--- config.mk ---
export PLATFORM = sky130hd
export DESIGN_NAME = asram_ctrl
export DESIGN_NICKNAME = d
export VERILOG_FILES = /design/src/rtl/asram_pkg.sv /design/src/rtl/asram_ctrl_fsm.sv /design/src/rtl/asram_ctrl_dp.sv /design/src/rtl/asram_ctrl.sv
export SDC_FILE = /design/constraint.sdc
export NUM_CORES = 1
export LEC_CHECK = 0
export CAP_MARGIN = 20
export CORE_UTILIZATION = 50
export CTS_CLUSTER_DIAMETER = 30
export CTS_CLUSTER_SIZE = 14
export DETAILED_ROUTE_END_ITERATION = 8
export DONT_BUFFER_PORTS = 1
export GPL_ROUTABILITY_DRIVEN = 0
export GPL_TIMING_DRIVEN = 1
export PLACE_DENSITY_LB_ADDON = 0.12
export REMOVE_ABC_BUFFERS = 1
export SLEW_MARGIN = 20
export SYNTH_ARGS = -nofsm -noshare
export SYNTH_HDL_FRONTEND = slang
export SYNTH_SLANG_ARGS = --single-unit
export TNS_END_PERCENT = 100
--- constraint.sdc ---
create_clock -name clk -period 2 [get_ports clk]
set_input_delay 0.3 -clock clk [delete_from_list [all_inputs] [get_ports clk]]
set_output_delay 0.3 -clock clk [all_outputs]
set_load 0.1 [all_outputs]
--- src/rtl/asram_pkg.sv ---
package asram_pkg;

  typedef enum logic [2:0] {
    PH_IDLE,
    PH_RD_SET,
    PH_RD_ACT,
    PH_WR_SET,
    PH_WR_ACT,
    PH_REC
  } phase_e;

  // Strobes from control to datapath, taken from the next phase
  typedef struct packed {
    logic take;   // request accepted this edge
    logic sel;    // memory selected next cycle
    logic oe;     // output enable next cycle
    logic we;     // write enable next cycle
    logic drive;  // bus driven next cycle
    logic grab;   // capture read data this edge
  } strobe_t;

  function automatic int cycFor(int ns, int clkNs);
    int c;
    c = (ns + clkNs - 1) / clkNs;
    return (c < 1) ? 1 : c;
  endfunction

  function automatic int maxOf(int a, int b);
    return (a > b) ? a : b;
  endfunction

endpackage

--- src/rtl/asram_ctrl_fsm.sv ---
module asram_ctrl_fsm
  import asram_pkg::*;
#(
  parameter int CLK_NS = 10,
  parameter int T_RC   = 55,
  parameter int T_AA   = 55,
  parameter int T_OE   = 25,
  parameter int T_WC   = 55,
  parameter int T_PWE  = 40,
  parameter int T_SD   = 25,
  parameter int T_HZ   = 18
) (
  input  logic    clk,
  input  logic    rstN,
  input  logic    reqValid,
  input  logic    reqWrite,
  output logic    reqReady,
  output strobe_t strb
);

  localparam int RD_SET_C = 1;
  localparam int RD_ACT_C = maxOf(cycFor(T_AA, CLK_NS), cycFor(T_OE, CLK_NS));
  localparam int RD_REC_C = maxOf(1, cycFor(T_RC, CLK_NS) - RD_SET_C - RD_ACT_C);
  localparam int WR_SET_C = cycFor(T_HZ, CLK_NS);
  localparam int WR_ACT_C = maxOf(cycFor(T_PWE, CLK_NS), cycFor(T_SD, CLK_NS));
  localparam int WR_REC_C = maxOf(1, cycFor(T_WC, CLK_NS) - WR_SET_C - WR_ACT_C);
  localparam int MAX_C    = maxOf(maxOf(maxOf(RD_SET_C, RD_ACT_C), maxOf(RD_REC_C, WR_SET_C)),
                                  maxOf(WR_ACT_C, WR_REC_C));
  localparam int CNT_W    = $clog2(MAX_C + 1);
  localparam int RC_C     = cycFor(T_RC, CLK_NS);
  localparam int GAP_W    = $clog2(RC_C + 1);

  localparam logic [CNT_W-1:0] LD_RD_SET = CNT_W'(RD_SET_C);
  localparam logic [CNT_W-1:0] LD_RD_ACT = CNT_W'(RD_ACT_C);
  localparam logic [CNT_W-1:0] LD_RD_REC = CNT_W'(RD_REC_C);
  localparam logic [CNT_W-1:0] LD_WR_SET = CNT_W'(WR_SET_C);
  localparam logic [CNT_W-1:0] LD_WR_ACT = CNT_W'(WR_ACT_C);
  localparam logic [CNT_W-1:0] LD_WR_REC = CNT_W'(WR_REC_C);

  phase_e           state, nxt;
  logic [CNT_W-1:0] cnt, cntNxt;
  logic             isWr;
  logic             lastCyc;
  logic             take;

  assign lastCyc  = (cnt == CNT_W'(1));
  assign reqReady = (state == PH_IDLE);
  assign take     = (state == PH_IDLE) && reqValid;

  always_comb begin
    nxt    = state;
    cntNxt = cnt - CNT_W'(1);
    case (state)
      PH_IDLE: begin
        cntNxt = cnt;
        if (reqValid) begin
          nxt    = reqWrite ? PH_WR_SET : PH_RD_SET;
          cntNxt = reqWrite ? LD_WR_SET : LD_RD_SET;
        end
      end
      PH_RD_SET: if (lastCyc) begin nxt = PH_RD_ACT; cntNxt = LD_RD_ACT; end
      PH_RD_ACT: if (lastCyc) begin nxt = PH_REC;    cntNxt = LD_RD_REC; end
      PH_WR_SET: if (lastCyc) begin nxt = PH_WR_ACT; cntNxt = LD_WR_ACT; end
      PH_WR_ACT: if (lastCyc) begin nxt = PH_REC;    cntNxt = LD_WR_REC; end
      PH_REC:    if (lastCyc) begin nxt = PH_IDLE;   cntNxt = '0; end
      default: begin nxt = PH_IDLE; cntNxt = '0; end
    endcase
  end

  always_ff @(posedge clk) begin
    if (!rstN) begin
      state <= PH_IDLE;
      cnt   <= '0;
      isWr  <= 1'b0;
    end else begin
      state <= nxt;
      cnt   <= cntNxt;
      if (take) isWr <= reqWrite;
    end
  end

  always_comb begin
    strb.take  = take;
    strb.sel   = (nxt != PH_IDLE);
    strb.oe    = (nxt == PH_RD_ACT);
    strb.we    = (nxt == PH_WR_ACT);
    strb.drive = (nxt == PH_WR_ACT) || (nxt == PH_REC && (isWr || state == PH_WR_ACT));
    strb.grab  = (state == PH_RD_ACT) && lastCyc;
  end

  // Cycles since the last acceptance, saturating at the read cycle time
  logic [GAP_W-1:0] sinceTake;
  always_ff @(posedge clk) begin
    if (!rstN)                    sinceTake <= GAP_W'(RC_C);
    else if (take)                sinceTake <= GAP_W'(1);
    else if (sinceTake < GAP_W'(RC_C)) sinceTake <= sinceTake + GAP_W'(1);
  end

  AST_CYCLE_TIME: assert property (@(posedge clk) disable iff (!rstN)
    take |-> (sinceTake >= GAP_W'(RC_C)));

  AST_PHASE_LOADED: assert property (@(posedge clk) disable iff (!rstN)
    (state != PH_IDLE) |-> (cnt != '0));

  AST_REC_FROM_ACT: assert property (@(posedge clk) disable iff (!rstN)
    ($rose(state == PH_REC)) |-> ($past(state) == PH_RD_ACT || $past(state) == PH_WR_ACT));

endmodule

--- src/rtl/asram_ctrl_dp.sv ---
module asram_ctrl_dp
  import asram_pkg::*;
#(
  parameter int ADDR_W = 21,
  parameter int DATA_W = 16
) (
  input  logic                  clk,
  input  logic                  rstN,
  input  strobe_t               strb,
  input  logic [ADDR_W-1:0]     reqAddr,
  input  logic [DATA_W-1:0]     reqWdata,
  input  logic [DATA_W/8-1:0]   reqBe,
  input  logic [DATA_W-1:0]     memDqIn,
  input  logic                  memErr,
  output logic [ADDR_W-1:0]     memAddr,
  output logic                  memCsN,
  output logic                  memWeN,
  output logic                  memOeN,
  output logic [DATA_W/8-1:0]   memBeN,
  output logic [DATA_W-1:0]     memDqOut,
  output logic                  memDqOe,
  output logic                  respValid,
  output logic [DATA_W-1:0]     respData,
  output logic                  respErr
);

  localparam int LANES = DATA_W / 8;

  logic [DATA_W-1:0] laneMask;

  for (genvar i = 0; i < LANES; i++) begin : g_lane
    assign laneMask[i*8 +: 8] = {8{~memBeN[i]}};
  end

  always_ff @(posedge clk) begin
    if (!rstN) begin
      memAddr   <= '0;
      memCsN    <= 1'b1;
      memWeN    <= 1'b1;
      memOeN    <= 1'b1;
      memBeN    <= '1;
      memDqOut  <= '0;
      memDqOe   <= 1'b0;
      respValid <= 1'b0;
      respData  <= '0;
      respErr   <= 1'b0;
    end else begin
      memCsN    <= ~strb.sel;
      memOeN    <= ~strb.oe;
      memWeN    <= ~strb.we;
      memDqOe   <= strb.drive;
      respValid <= strb.grab;
      if (strb.take) begin
        memAddr  <= reqAddr;
        memDqOut <= reqWdata;
        memBeN   <= ~reqBe;
      end else if (!strb.sel) begin
        memBeN   <= '1;
      end
      if (strb.grab) begin
        respData <= memDqIn & laneMask;
        respErr  <= memErr;
      end
    end
  end

  AST_WE_OE_EXCL: assert property (@(posedge clk) disable iff (!rstN)
    !(!memWeN && !memOeN));

  AST_NO_DRIVE_ON_READ: assert property (@(posedge clk) disable iff (!rstN)
    memDqOe |-> (memOeN && !memCsN));

  AST_ADDR_STABLE: assert property (@(posedge clk) disable iff (!rstN)
    (!memCsN && !$past(memCsN)) |-> ($stable(memAddr) && $stable(memBeN)));

  AST_WDATA_STABLE: assert property (@(posedge clk) disable iff (!rstN)
    (memDqOe && $past(memDqOe)) |-> $stable(memDqOut));

  AST_RESP_PULSE: assert property (@(posedge clk) disable iff (!rstN)
    respValid |=> !respValid);

  AST_RESP_HOLD: assert property (@(posedge clk) disable iff (!rstN)
    (!respValid && $past(!respValid)) |-> ($stable(respData) && $stable(respErr)));

endmodule

--- src/rtl/asram_ctrl.sv ---
module asram_ctrl
  import asram_pkg::*;
#(
  parameter int ADDR_W = 21,
  parameter int DATA_W = 16,
  parameter int CLK_NS = 10,
  parameter int T_RC   = 55,
  parameter int T_AA   = 55,
  parameter int T_OE   = 25,
  parameter int T_WC   = 55,
  parameter int T_PWE  = 40,
  parameter int T_SD   = 25,
  parameter int T_HZ   = 18
) (
  input  logic                clk,
  input  logic                rstN,
  input  logic                reqValid,
  output logic                reqReady,
  input  logic                reqWrite,
  input  logic [ADDR_W-1:0]   reqAddr,
  input  logic [DATA_W-1:0]   reqWdata,
  input  logic [DATA_W/8-1:0] reqBe,
  output logic                respValid,
  output logic [DATA_W-1:0]   respData,
  output logic                respErr,
  output logic [ADDR_W-1:0]   memAddr,
  output logic                memCsN,
  output logic                memWeN,
  output logic                memOeN,
  output logic [DATA_W/8-1:0] memBeN,
  output logic [DATA_W-1:0]   memDqOut,
  output logic                memDqOe,
  input  logic [DATA_W-1:0]   memDqIn,
  input  logic                memErr
);

  strobe_t strb;

  asram_ctrl_fsm #(
    .CLK_NS(CLK_NS), .T_RC(T_RC), .T_AA(T_AA), .T_OE(T_OE),
    .T_WC(T_WC), .T_PWE(T_PWE), .T_SD(T_SD), .T_HZ(T_HZ)
  ) uCtl (
    .clk      (clk),
    .rstN     (rstN),
    .reqValid (reqValid),
    .reqWrite (reqWrite),
    .reqReady (reqReady),
    .strb     (strb)
  );

  asram_ctrl_dp #(
    .ADDR_W(ADDR_W), .DATA_W(DATA_W)
  ) uDp (
    .clk       (clk),
    .rstN      (rstN),
    .strb      (strb),
    .reqAddr   (reqAddr),
    .reqWdata  (reqWdata),
    .reqBe     (reqBe),
    .memDqIn   (memDqIn),
    .memErr    (memErr),
    .memAddr   (memAddr),
    .memCsN    (memCsN),
    .memWeN    (memWeN),
    .memOeN    (memOeN),
    .memBeN    (memBeN),
    .memDqOut  (memDqOut),
    .memDqOe   (memDqOe),
    .respValid (respValid),
    .respData  (respData),
    .respErr   (respErr)
  );

endmodule

== Word-level counts from Yosys, hierarchy flattened ==
Cells that the tools add are included.

* Flip-flop bits (word level): 68
* Input bits: 60
* Output and inout bits: 62
* Word-level logic and storage cells: 56

* $add $sub $neg: 1
* Equality and inequality tests: 11
* Multiplexer cells: 16
* Bitwise operators: 7
* Reduce and logical (&&, ||, !) cells: 8

{| class="wikitable"
|+ Operator list
! operator !! count
|-
| $mux 3 || 10
|-
| $pmux 3 s5 || 2
|-
| $and 16x16->16 || 1
|-
| $eq 3x3->1 const B || 4
|-
| $eq 3x2->1 const B || 3
|-
| $mux 2 || 4
|-
| $eq 3x1->1 const B || 2
|-
| $not 1->1 || 5
|-
| $ne 2x2->1 const B || 2
|-
| $logic_and 1x1->1 || 3
|-
| $logic_not 3->1 || 1
|-
| $reduce_bool 3->1 || 1
|-
| $sub 3x1->3 const B || 1
|-
| $logic_or 1x1->1 || 2
|-
| $not 2->2 || 1
|-
| $reduce_or 2->1 || 1
|}

== Depth between registers and ports, before layout ==
* Depth in word-level cells: 6
* Mapped depth: 9
* Gate-level depth less buffers: 6

== Modules after synthesis ==
From an unflattened synthesis, not the netlist that was laid out.

* Cells, all modules: 280
* Area total of the unflattened synthesis: 2876.5 um^2

{| class="wikitable"
|+ By module, submodules not included
! module !! times used !! cells an instance !! area an instance (um^2) !! sequential area each (um^2)
|-
| asram_ctrl_dp || 1 || 212 || 2336.0 || 1221.2
|-
| asram_ctrl_fsm || 1 || 68 || 540.5 || 140.1
|}

== Least setup slack after synthesis ==
OpenSTA, ideal clock, no wires.

* Path type: reg2reg
* Start: reg uCtl.state[1]
* End: reg uDp.memBeN[1]
* Setup time: 0.078 ns
* Data arrival time: 1.956 ns
* Required time: 1.922 ns
* Path slack: -0.034 ns
* Cell stages (with the launch flop): 8
* Buffers on the path: 3
* Period minus slack after synthesis: 2.034 ns
* Cells stage by stage: dfxtp_1 buf_6 nor3_4 and2_1 buf_6 buf_6 nor2_1 a32oi_1

* Elaborated cells on any way between the ends: 17
* Those cells by class: 6 x eq/ne; 7 x mux; 4 x reduce/logical

{| class="wikitable"
|+ RTL lines
! element !! RTL line !! source
|-
| from (decl) || asram_ctrl_fsm.sv:40 || <nowiki>phase_e state, nxt;</nowiki>
|-
| from (signal assigned) || asram_ctrl_fsm.sv:76 || <nowiki>state <= nxt;</nowiki>
|-
| $logic_not 3->1 (*) || n/a ||
|-
| named net reqReady || asram_ctrl.sv:18 || <nowiki>output logic reqReady,</nowiki>
|-
| $pmux 3 s5 || asram_ctrl_fsm.sv:53 || <nowiki>case (state)</nowiki>
|-
| $reduce_bool 3->1 || asram_ctrl_fsm.sv:84 || <nowiki>strb.sel = (nxt != PH_IDLE);</nowiki>
|-
| $ne 2x2->1 (no source line) || n/a ||
|-
| to (signal assigned) || asram_ctrl_dp.sv:56 || <nowiki>memBeN <= ~reqBe;</nowiki>
|-
| to (decl) || asram_ctrl_dp.sv:19 || <nowiki>output logic [DATA_W/8-1:0] memBeN,</nowiki>
|}

Mark *: on every way through the listed nets, which the timed path passes. The rest lies on a longest branch.
A chain may end at the register's enable or synchronous reset.

== Worst setup path after layout ==
* Start: reg uCtl.state[0]
* End: out reqReady

* Word-level cells in the longest chain between the ends: 1

{| class="wikitable"
|+ RTL lines
! element !! RTL line !! source
|-
| $logic_not 3->1 || asram_ctrl_fsm.sv:47 || <nowiki>assign reqReady = (state == PH_IDLE);</nowiki>
|-
| to (decl) || asram_ctrl.sv:18 ||
|}

Every way passes these cells.

==> results.md <==
- Post-synthesis mux area share: 0%
- Setup TNS: 0 ns
- Most frequent cell after synthesis: nand2_1
- Yosys cell types: 40
- DP Cell Count: 439
- Max-slew violation count: 0
- Initial antenna violation count: 0
- Total routed wirelength: 6380 um
- Top-area cell type share of the netlist area: 49.8%
- Fillers: 451
- Clk sinks: 68
- CORE AREA: 5170 um^2
- Slew Limit Headroom: 58.2%
- Detailed Place HPWL: 4330 um
- Seq/Total Area, Yosys: 49.8%
- DRC viols: 0
- Crit end category: primary output
- CP Class: reg -> out
- CTS Buffer Depth: 2
- CP top delay family: flip-flops
- Number of diodes: 0
- Pre-CTS setup slack: 0.382 ns
- Nets: 442
- Clk root buf: clkbuf_8
- Util after Layout: 65.2%
- Worst reg-to-reg setup slack: 0.34 ns
- Reg2Reg Launch Point: uCtl.cnt[0]
- Min cycle time layout: 1.72 ns
- Final non-filler cell total: 453
- Post-synth top cells: 100 x nand2_1, 68 x dfxtp_1, 59 x a21oi_1
- Initial drt markers: 135
- Least-Margin Pin Slew: 0.626 ns
- Unrepaired setup endpoints after global routing: no
- FF+latch area: 1360 um^2
- Final WS setup: 0.276 ns
- WP data required: 1.70 ns
- Synth Area in Compound Gates: 18.3%
- Fin Clk Skew: 0.00840 ns
- Vias/cell: 5.26
- # H-tree levels: 3
- Largest family of logic cells by synthesized area: simple AND/OR/NAND/NOR gates
- Vias: 2,381
- P&R area growth vs syn: 23.4%
- Leakage: 1.36 nW
- Count of flip-flops with a built-in enable after synthesis: 0
- Footprint of the multi-input gates: 1170 um^2
- Die area: 5760 um^2
- Num CTS Buffers: 9
- Buf+Inv Stages, Crit Path: 1
- Post-Layout Inst Area: 3370 um^2
- Buffers on Ports: 0
- Slowest stage delay, CP: 0.48 ns
- # setup viols final: 0
- CP cell instances: nor3_4 > buf_4
- Postcts setup bufs: 0
- CTS tree: built
- Die height: 75.9 um
- Max Cap Violations: 0
- Largest net degree at the start of global routing: 50
- Clk slew on worst S/H paths: 0.07 ns
- Startpoint types: flop
- Top_reg_cell synth: dfxtp_1
- Synth Area in Simple Gates: 23.7%
- Worst hold slack: 0.0332 ns
- First-pass GRT wire length: 10,400 um
- Async SR Flop Fraction: 0%
- Wire length per cell: 14.1 um
- Hold Path Origin: rstN
- Die width: 75.9 um
- Initial Util: 52.8%
- WP data arrival: 1.42 ns
- Adder-cell area share of the yosys netlist: 0.916%
- Cell with the largest stage delay on the worst path: dfxtp_1
- Rows: 26
- # resized after CTS: 0
- Share of cells above drive strength 1: 22.5%
- Worst skew pair latency: 0.33 ns
- Final hold vios: 0
- Crit path max fanout: 16
- Gr usage total: 22.5%
- Synth Cell Area: 2730 um^2
- Status: finished, final reports clean
- Final Total Pwr: 4.78 mW
- CTS Hold Bufs: 0
- Syn Inst Count: 326
- Post-synthesis xor/xnor area fraction: 0%
- F_max: 580 MHz
- Number of global-route vias before repair: 2,247
- Worst vdd ir: 0.000804 V
- # IOs: 122
- Period utilization: 86.2%
- GR Overflow Total: 0
- P per Cell Area: 1420 nW/um^2
- Top cells by area, synth: dfxtp_1 50%, nand2_1 14%, a21oi_1 11%
- Placed inst area: 3180 um^2
- Synthesis Warnings: 0
- Final antenna-violating net count: 0
- Seq cells post-synth: 68
- Syn_area_per_cell: 8.38 um^2
- Beginning of the critical path: uCtl.state[0]
- HP Class: in -> reg
- Synth area leader: dfxtp_1
- DR pass1 iterations: 4
-- path summary, 6_finish.rpt --
check | end | cells past startpoint
max reg2reg | uDp.respData[14] | 6
min reg2reg | uDp.respData[12] | 2
max | reqReady | 2
min | uDp.memWeN | 1
-- kinds of logic after synthesis --
| kind of cell | Yosys count |
|---|---|
| compound gates | 85 |
| fa+ha+maj | 2 |
| buf+inv | 31 |
| flops | 68 |
| simple gates | 140 |
-- placed cells by master (no fill, tap or decap), types with 5 or more instances in the layout --
cell type,synthesis,routed
inv_1,5,5
clkbuf_8,0,11
dfxtp_1,68,68
nand3b_1,17,17
nor2_1,9,9
nand2_1,100,100
a21oi_1,59,59
o21ai_0,5,5
buf_4,0,66
-- state kept, by name (all words and copies together) (netlist names) --
name / count
uDp.respErr: 1
uDp.memAddr: 21
uDp.respData: 16
uCtl.state: 3
uDp.memOeN: 1
uDp.memCsN: 1
uDp.memBeN: 2
uDp.memDqOe: 1
uCtl.cnt: 3
uDp.memWeN: 1
uDp.respValid: 1
uCtl.isWr: 1
uDp.memDqOut: 16
-- per-layer routing --
metal | routed length [um] | up-vias | track usage, %
met5 | 0 | - | 0
met2 | 2980 | 81 | 36.4
met4 | 133 | 0 | 12.1
met3 | 433 | 14 | 6.02
li1 | - | 1206 | -
met1 | 2830 | 1080 | 27.3
-- cell type report --
| class | count | share of cell area (%) |
|---|---|---|
| Clock buffer | 12 | 4.60 |
| Clock inverter | 2 | 1.04 |
| Inverter | 6 | 0.668 |
| Multi-Input combinational cell | 227 | 34.8 |
| Sequential cell | 68 | 40.4 |
| Tap cell | 70 | 2.60 |
| Timing Repair Buffer | 68 | 15.9 |
-- report_power, final --
part / total [mW] / switching [mW] / internal [mW] / leakage [nW]
Sequential: 1.64 / 0.122 / 1.52 / 0.555
Clock: 1.09 / 0.463 / 0.629 / 0.0983
Combinational: 2.04 / 1.55 / 0.488 / 0.703
No activity file was read; power rests on OpenSTA's default activity.
